--- config.mk ---
export PLATFORM = sky130hd
export DESIGN_NAME = sofTimestampPulser
export DESIGN_NICKNAME = d
export VERILOG_FILES = /design/src/rtl/sofPkg.sv /design/src/rtl/sofDelayDp.sv /design/src/rtl/sofPathCtrl.sv /design/src/rtl/sofTimestampPulser.sv
export SDC_FILE = /design/constraint.sdc
export NUM_CORES = 1
export LEC_CHECK = 0
export CAP_MARGIN = 30
export CORE_MARGIN = 2
export CORE_UTILIZATION = 36
export DETAILED_ROUTE_END_ITERATION = 8
export GPL_TIMING_DRIVEN = 0
export MAX_ROUTING_LAYER = met4
export PLACE_DENSITY = 0.71
export SYNTH_ARGS = -nofsm -noshare
export SYNTH_HDL_FRONTEND = slang
export SYNTH_SLANG_ARGS = --single-unit
export TNS_END_PERCENT = 30
--- constraint.sdc ---
create_clock -name clk -period 3.2 [get_ports clk]
set_input_delay 0.8 -clock clk [delete_from_list [all_inputs] [get_ports clk]]
set_output_delay 0.8 -clock clk [all_outputs]
set_load 0.1 [all_outputs]
--- src/rtl/sofPkg.sv ---
package sofPkg;

  localparam logic [7:0] SFD_BYTE = 8'hD5;
  localparam logic [3:0] NIB_PRE  = 4'h5;
  localparam logic [3:0] NIB_SFD  = 4'hD;

  // Strobes from a path's control to its delay datapath
  typedef struct packed {
    logic load;  // start a new delay window
    logic step;  // count the pending window down by one
  } dpStrobe_t;

endpackage

--- src/rtl/sofDelayDp.sv ---
module sofDelayDp
  import sofPkg::*;
#(
  parameter int DLY_W = 8
) (
  input  logic             clk,
  input  logic             rstN,
  input  dpStrobe_t        strb,
  input  logic [DLY_W-1:0] loadVal,
  output logic             busy,
  output logic             lastTick
);

  logic [DLY_W-1:0] cnt;

  always_ff @(posedge clk or negedge rstN) begin
    if (!rstN) begin
      cnt <= '0;
    end else if (strb.load) begin
      cnt <= loadVal;
    end else if (strb.step) begin
      cnt <= cnt - DLY_W'(1);
    end
  end

  assign busy     = (cnt != '0);
  assign lastTick = (cnt == DLY_W'(1));


  load_busy_chk: assert property (@(posedge clk) disable iff (!rstN)
    strb.load |=> (busy && cnt == $past(loadVal)));


  count_down_chk: assert property (@(posedge clk) disable iff (!rstN)
    (busy && !strb.load) |=> (cnt == $past(cnt) - DLY_W'(1)));

endmodule

--- src/rtl/sofPathCtrl.sv ---
module sofPathCtrl
  import sofPkg::*;
#(
  parameter int DLY_W = 8
) (
  input  logic             clk,
  input  logic             rstN,
  input  logic             gigMode,
  input  logic             valid,
  input  logic [7:0]       data,
  input  logic [DLY_W-1:0] dlyGig,
  input  logic [DLY_W-1:0] dlyMii,
  input  logic             dpBusy,
  input  logic             dpLast,
  output dpStrobe_t        strb,
  output logic [DLY_W-1:0] loadVal,
  output logic             pulse
);

  logic             armed;
  logic             prevPre;
  logic             firedQ;
  logic             byteHit;
  logic             nibHit;
  logic             hit;
  logic             accept;
  logic [DLY_W-1:0] dlySel;

  assign dlySel  = gigMode ? dlyGig : dlyMii;
  assign byteHit = (data == SFD_BYTE);
  assign nibHit  = (data[3:0] == NIB_SFD) && prevPre;
  assign hit     = valid && armed && (gigMode ? byteHit : nibHit);
  assign accept  = hit && !dpBusy && !firedQ;

  assign pulse     = (accept && dlySel == '0) || dpLast;
  assign strb.load = accept && (dlySel != '0);
  assign strb.step = dpBusy;
  assign loadVal   = dlySel;

  always_ff @(posedge clk or negedge rstN) begin
    if (!rstN) begin
      armed   <= 1'b0;
      prevPre <= 1'b0;
      firedQ  <= 1'b0;
    end else begin
      if (!valid)   armed <= 1'b1;
      else if (hit) armed <= 1'b0;
      prevPre <= valid && (data[3:0] == NIB_PRE);
      firedQ  <= pulse;
    end
  end


  one_wide_chk: assert property (@(posedge clk) disable iff (!rstN)
    pulse |=> !pulse);


  pend_drop_chk: assert property (@(posedge clk) disable iff (!rstN)
    dpBusy |-> !strb.load);


  once_per_frame_chk: assert property (@(posedge clk) disable iff (!rstN)
    (valid && hit) |=> (valid |-> !hit));

endmodule

--- src/rtl/sofTimestampPulser.sv ---
module sofTimestampPulser #(
  parameter  int DLY_W    = 8,
  parameter  int NUM_PINS = 4,
  localparam int SEL_W    = $clog2(NUM_PINS + 1)
) (
  input  logic                clk,
  input  logic                rstN,
  input  logic                gigMode,
  input  logic                txEn,
  input  logic [7:0]          txData,
  input  logic                rxDv,
  input  logic [7:0]          rxData,
  input  logic [DLY_W-1:0]    txDlyGig,
  input  logic [DLY_W-1:0]    txDlyMii,
  input  logic [DLY_W-1:0]    rxDlyGig,
  input  logic [DLY_W-1:0]    rxDlyMii,
  input  logic [SEL_W-1:0]    txPinSel,
  input  logic [SEL_W-1:0]    rxPinSel,
  output logic [NUM_PINS-1:0] sopPins
);

  localparam logic [SEL_W-1:0] MAX_SEL = SEL_W'(NUM_PINS);

  logic txPulse;
  logic rxPulse;

  sofPkg::dpStrobe_t txStrb, rxStrb;
  logic [DLY_W-1:0]  txLoad, rxLoad;
  logic              txBusy, txLast, rxBusy, rxLast;

  sofPathCtrl #(.DLY_W(DLY_W)) txCtrl_i (
    .clk(clk), .rstN(rstN), .gigMode(gigMode), .valid(txEn), .data(txData),
    .dlyGig(txDlyGig), .dlyMii(txDlyMii), .dpBusy(txBusy), .dpLast(txLast),
    .strb(txStrb), .loadVal(txLoad), .pulse(txPulse));

  sofDelayDp #(.DLY_W(DLY_W)) txDp_i (
    .clk(clk), .rstN(rstN), .strb(txStrb), .loadVal(txLoad),
    .busy(txBusy), .lastTick(txLast));

  sofPathCtrl #(.DLY_W(DLY_W)) rxCtrl_i (
    .clk(clk), .rstN(rstN), .gigMode(gigMode), .valid(rxDv), .data(rxData),
    .dlyGig(rxDlyGig), .dlyMii(rxDlyMii), .dpBusy(rxBusy), .dpLast(rxLast),
    .strb(rxStrb), .loadVal(rxLoad), .pulse(rxPulse));

  sofDelayDp #(.DLY_W(DLY_W)) rxDp_i (
    .clk(clk), .rstN(rstN), .strb(rxStrb), .loadVal(rxLoad),
    .busy(rxBusy), .lastTick(rxLast));

  for (genvar p = 0; p < NUM_PINS; p++) begin : gPin
    assign sopPins[p] = (txPulse && txPinSel == SEL_W'(p + 1))
                     || (rxPulse && rxPinSel == SEL_W'(p + 1));
  end


  unrouted_low_chk: assert property (@(posedge clk) disable iff (!rstN)
    ((txPinSel == '0 || txPinSel > MAX_SEL) && (rxPinSel == '0 || rxPinSel > MAX_SEL))
      |-> (sopPins == '0));


  pin_count_chk: assert property (@(posedge clk) disable iff (!rstN)
    $countones(sopPins) <= 2);


  always_ff @(posedge clk) begin
    if (!rstN) begin
      reset_quiet_chk: assert (sopPins == '0);
    end
  end

endmodule

==> summary.txt, run 1 <==
Run status
  • Status: finished, violations left
  • Failing checks: negative setup slack

Synthesis
  • Mapped Nets: 234
  • Post-synth EDFFs: 0
  • Synthesized cell area: 1590 sq um
  • Area contributors post-synth: dfrtp_1 35%, mux2i_1 12%, ha_1 4.7%, xnor2_1 4.4%, o22ai_1 4.3%
  • Yosys reg bits: 22
  • YS warnings: 0
  • Mapped Avg Cell Area: 9.43 sq um
  • Synth Area in Adders: 4.71%
  • Seq/Total Area, Yosys: 34.5%
  • Commonest cells post-synth: 22 x dfrtp_1, 19 x mux2i_1, 15 x nand2_1, 15 x nor2_1
  • Largest family of logic cells by synthesized area: simple AND/OR/NAND/NOR gates
  • Post-Synth Simple-Gate Area: 26.4%
  • Area share of the largest cell type after synthesis: 34.5%
  • Synth area leader: dfrtp_1
  • Ys flop type: dfrtp_1
  • Async set or reset register ratio after synthesis: between 90% and 100%
  • Xor/xnor share of the synthesized area: 4.95%
  • Compound-Gate Fraction of Synth Area: 15.3%
  • Mux cell area share after synthesis: approximately an eighth
  • Most common cell in the synthesized netlist: dfrtp_1
  • Post-Syn Instances: 169
  • Synth unique cells: between 40 and 50

Hold path
  • Hold Path Class: flip-flop to flip-flop
  • Hold path depth: 2

Timing
  • Post-Route Setup TNS: -37.6 ps
  • Final worst setup slack: -19.3 ps
  • Fmax: about 0.31 GHz
  • Setup violators final: 2
  • Unrepaired setup endpoints after global routing: true
  • Tmin final: 3220 ps
  • Final Hold Viols: 0
  • Slew headroom: roughly 44%
  • WHS: 482 ps
  • Worst Tran Pin Value: 838 ps
  • Fin crit share: 101%
  • Slew Limit Fails: 0
  • Clock skew: 2.55 ps

Cells and area
  • Finished Layout Cells: 301
  • Sequential Area: approximately 550 sq um
  • Multi-input gate area: 1190 sq um
  • Design area: 2650 sq um
  • Layout area overhead: 66.4%
  • Fillers: 385
  • Final #Nets: 315
  • Layout cells sized above 1: 25.7%
  • Antenna cells: 0

Critical path
  • WS Path Type: primary input to output pin
  • Max FO, Critical Path: 5
  • Required @ worst endpoint: between 2000 and 2500 ps
  • CP Capture Type: output pin
  • R2R setup slack: 970 ps
  • Worst r2r path cells: 9
  • Critical Path Start Type: primary input
  • Worst Path Arrival: 2420 ps

Global route
  • First-pass GRT wire length: roughly 7.7 mm
  • Largest net degree at the start of global routing: 17
  • Vias in the first global route: 1735
  • Global route overflow: 0
  • GR Util All Layers: roughly a fifth
  • Initial antenna violation count: 0

Floorplan
  • Chip width: 70.5 um
  • Total I/O pin count: 63
  • Die footprint: 4980 sq um
  • Die H: around 71 um
  • # rows: 24
  • Initial Util: 36.9%
  • CORE AREA: 4320 sq um

CTS
  • Num CTS Buffers: 3
  • Sink Count: 22
  • Clock Pin Slew Worst Setup and Hold Paths: 80 ps
  • Worst-skew pair later-pin latency: 270 ps
  • Clk root buf: clkbuf_8
  • Post-CTS Hold Buffers: 0
  • CTS Buffer Depth: 2
  • Htree depth: 1
  • CTS tree: yes

Power
  • Peak supply drop: ~0.18 mV
  • Cell Pwr Density: between 200 and 300 nW/um^2
  • Leakage: 1.16 nW

Placed design
  • PortBufs: 61
  • Placed insts: roughly 280
  • Routability cong.: 0.882
  • Detailed placement HPWL: 3.30 mm
  • Placed Area: 2350 sq um

Detailed routing
  • Total wire length: 4.62 mm
  • Via count: 1672
  • WL per Instance: 15.3 um
  • 1st-iter DRT viols: 66
  • DRC: 0
  • Pre-Repair DR Iteration Count: 4
  • Drt via density: 5.55
  • ANT nets after route: 0

Job
  • MaxCap Viol Count: 0
-- area by class of cell --
type                       count  area share [%]
clock inverter                 1            1.13
multi-input combinational    138            44.8
tap                           52            2.45
inverter                       5           0.708
timing repair buffer          77            27.8
sequential                    22            20.8
clock buffer                   3            1.56
buffer                         3           0.849
-- path summary, 6_finish.rpt --
path                                            start                         end
setup / recovery                          txDlyMii[1]                  sopPins[3]
hold / removal             rxCtrl_i.armed$_DFFE_PN0P_  rxCtrl_i.armed$_DFFE_PN0P_
setup reg to reg            txDp_i.cnt[4]$_DFFE_PN0P_   txDp_i.cnt[1]$_DFFE_PN0P_
hold reg to reg            rxCtrl_i.armed$_DFFE_PN0P_  rxCtrl_i.armed$_DFFE_PN0P_
max in group asynchronous                        rstN   rxDp_i.cnt[1]$_DFFE_PN0P_
min in group asynchronous                        rstN   txDp_i.cnt[3]$_DFFE_PN0P_
-- power by group --
part / internal [mW] / total (mW) / switching [mW]
clock network: 0.167 / 0.265 / 0.0979
registers: 0.278 / 0.278 / 0.000155
logic: 0.0722 / 0.125 / 0.0529
-- flip-flops by register name (all words and copies together) (netlist names) --
signal / count
txCtrl_i.firedQ: 1
rxDp_i.cnt: 8
rxCtrl_i.armed: 1
txCtrl_i.armed: 1
rxCtrl_i.firedQ: 1
txDp_i.cnt: 8
rxCtrl_i.prevPre: 1
txCtrl_i.prevPre: 1
-- layer usage --
layer  GRT usage [%]  part of all wire, %  vias up
li1                -                    -      804
met1            24.8                   45      810
met2            33.2                   49       50
met3            2.85                  4.9        8
met4            4.82                  1.5        0
met5               -                    0        -
-- critical path: stages --
cell	delay, ps
clkdlybuf4s15_1	180
or4_4	520
nor3_4	180
a31oi_4	60
o21ai_2	200
buf_6	150
a32o_4	150
buf_12	170
-- cells by family (layout without fill, tap and decap cells) --
kind of cell,count (synthesis),in the layout
compound gates,31,31
xor+xnor,9,9
fa+ha+maj,6,6
buf+inv,9,89
flops,22,22
mux,19,19
simple gates,73,73
-- per-stage QoR --
stage,total power [mW],worst slack (ps),utilization [%]
2_1_floorplan,0.316,37.5,-
3_3_place_gp,0.407,-1580,53.7
3_5_place_dp,0.412,-1640,54.4
4_1_cts,0.670,-3.18,60.2
5_1_grt,0.694,-64.0,61.3
6_report,0.669,-19.3,61.3
-- placed cells by master (no fill, tap or decap), types with 2 or more instances in the layout --
cell type and n:
dlygate4sd2_1 18, nor4_4 3, clkbuf_2 5, buf_12 4, nand3_1 4, nor3b_1 5
ha_1 6, clkdlybuf4s50_1 22, nand2_2 2, buf_2 5, nor4_1 2, and2_1 2
dfrtp_1 22, dlymetal6s2s_1 4, clkdlybuf4s15_1 4, clkbuf_8 4, o21ai_0 3, nor3_1 7
nor3_2 3, or4_4 4, inv_1 5, a22o_4 2, o22ai_1 10, nand3b_1 3
mux2i_1 19, buf_4 14, a32o_4 2, nand2_1 13, nor2_1 14, xnor2_1 8
-- timing repair --
| action | 4_1_cts | 5_1_grt |
|---|---|---|
| pin swaps | 24 | 9 |
| setup endpoints to repair | 4 | 4 |
| setup buffers | 15 | 0 |
| resized for setup | 98 | 24 |
(Power assumes the default switching activity.)
==> run 2: changes to the inputs <==
--- a/config.mk
+++ b/config.mk
@@ -8,10 +8,12 @@
 export CAP_MARGIN = 30
 export CORE_MARGIN = 2
 export CORE_UTILIZATION = 36
+export CTS_CLUSTER_SIZE = 40
 export DETAILED_ROUTE_END_ITERATION = 8
 export GPL_TIMING_DRIVEN = 0
 export MAX_ROUTING_LAYER = met4
 export PLACE_DENSITY = 0.71
+export SLEW_MARGIN = 5
 export SYNTH_ARGS = -nofsm -noshare
 export SYNTH_HDL_FRONTEND = slang
 export SYNTH_SLANG_ARGS = --single-unit
==> results of run 2 <==
Final layout, timing and power as in run 1 (identical DEF).
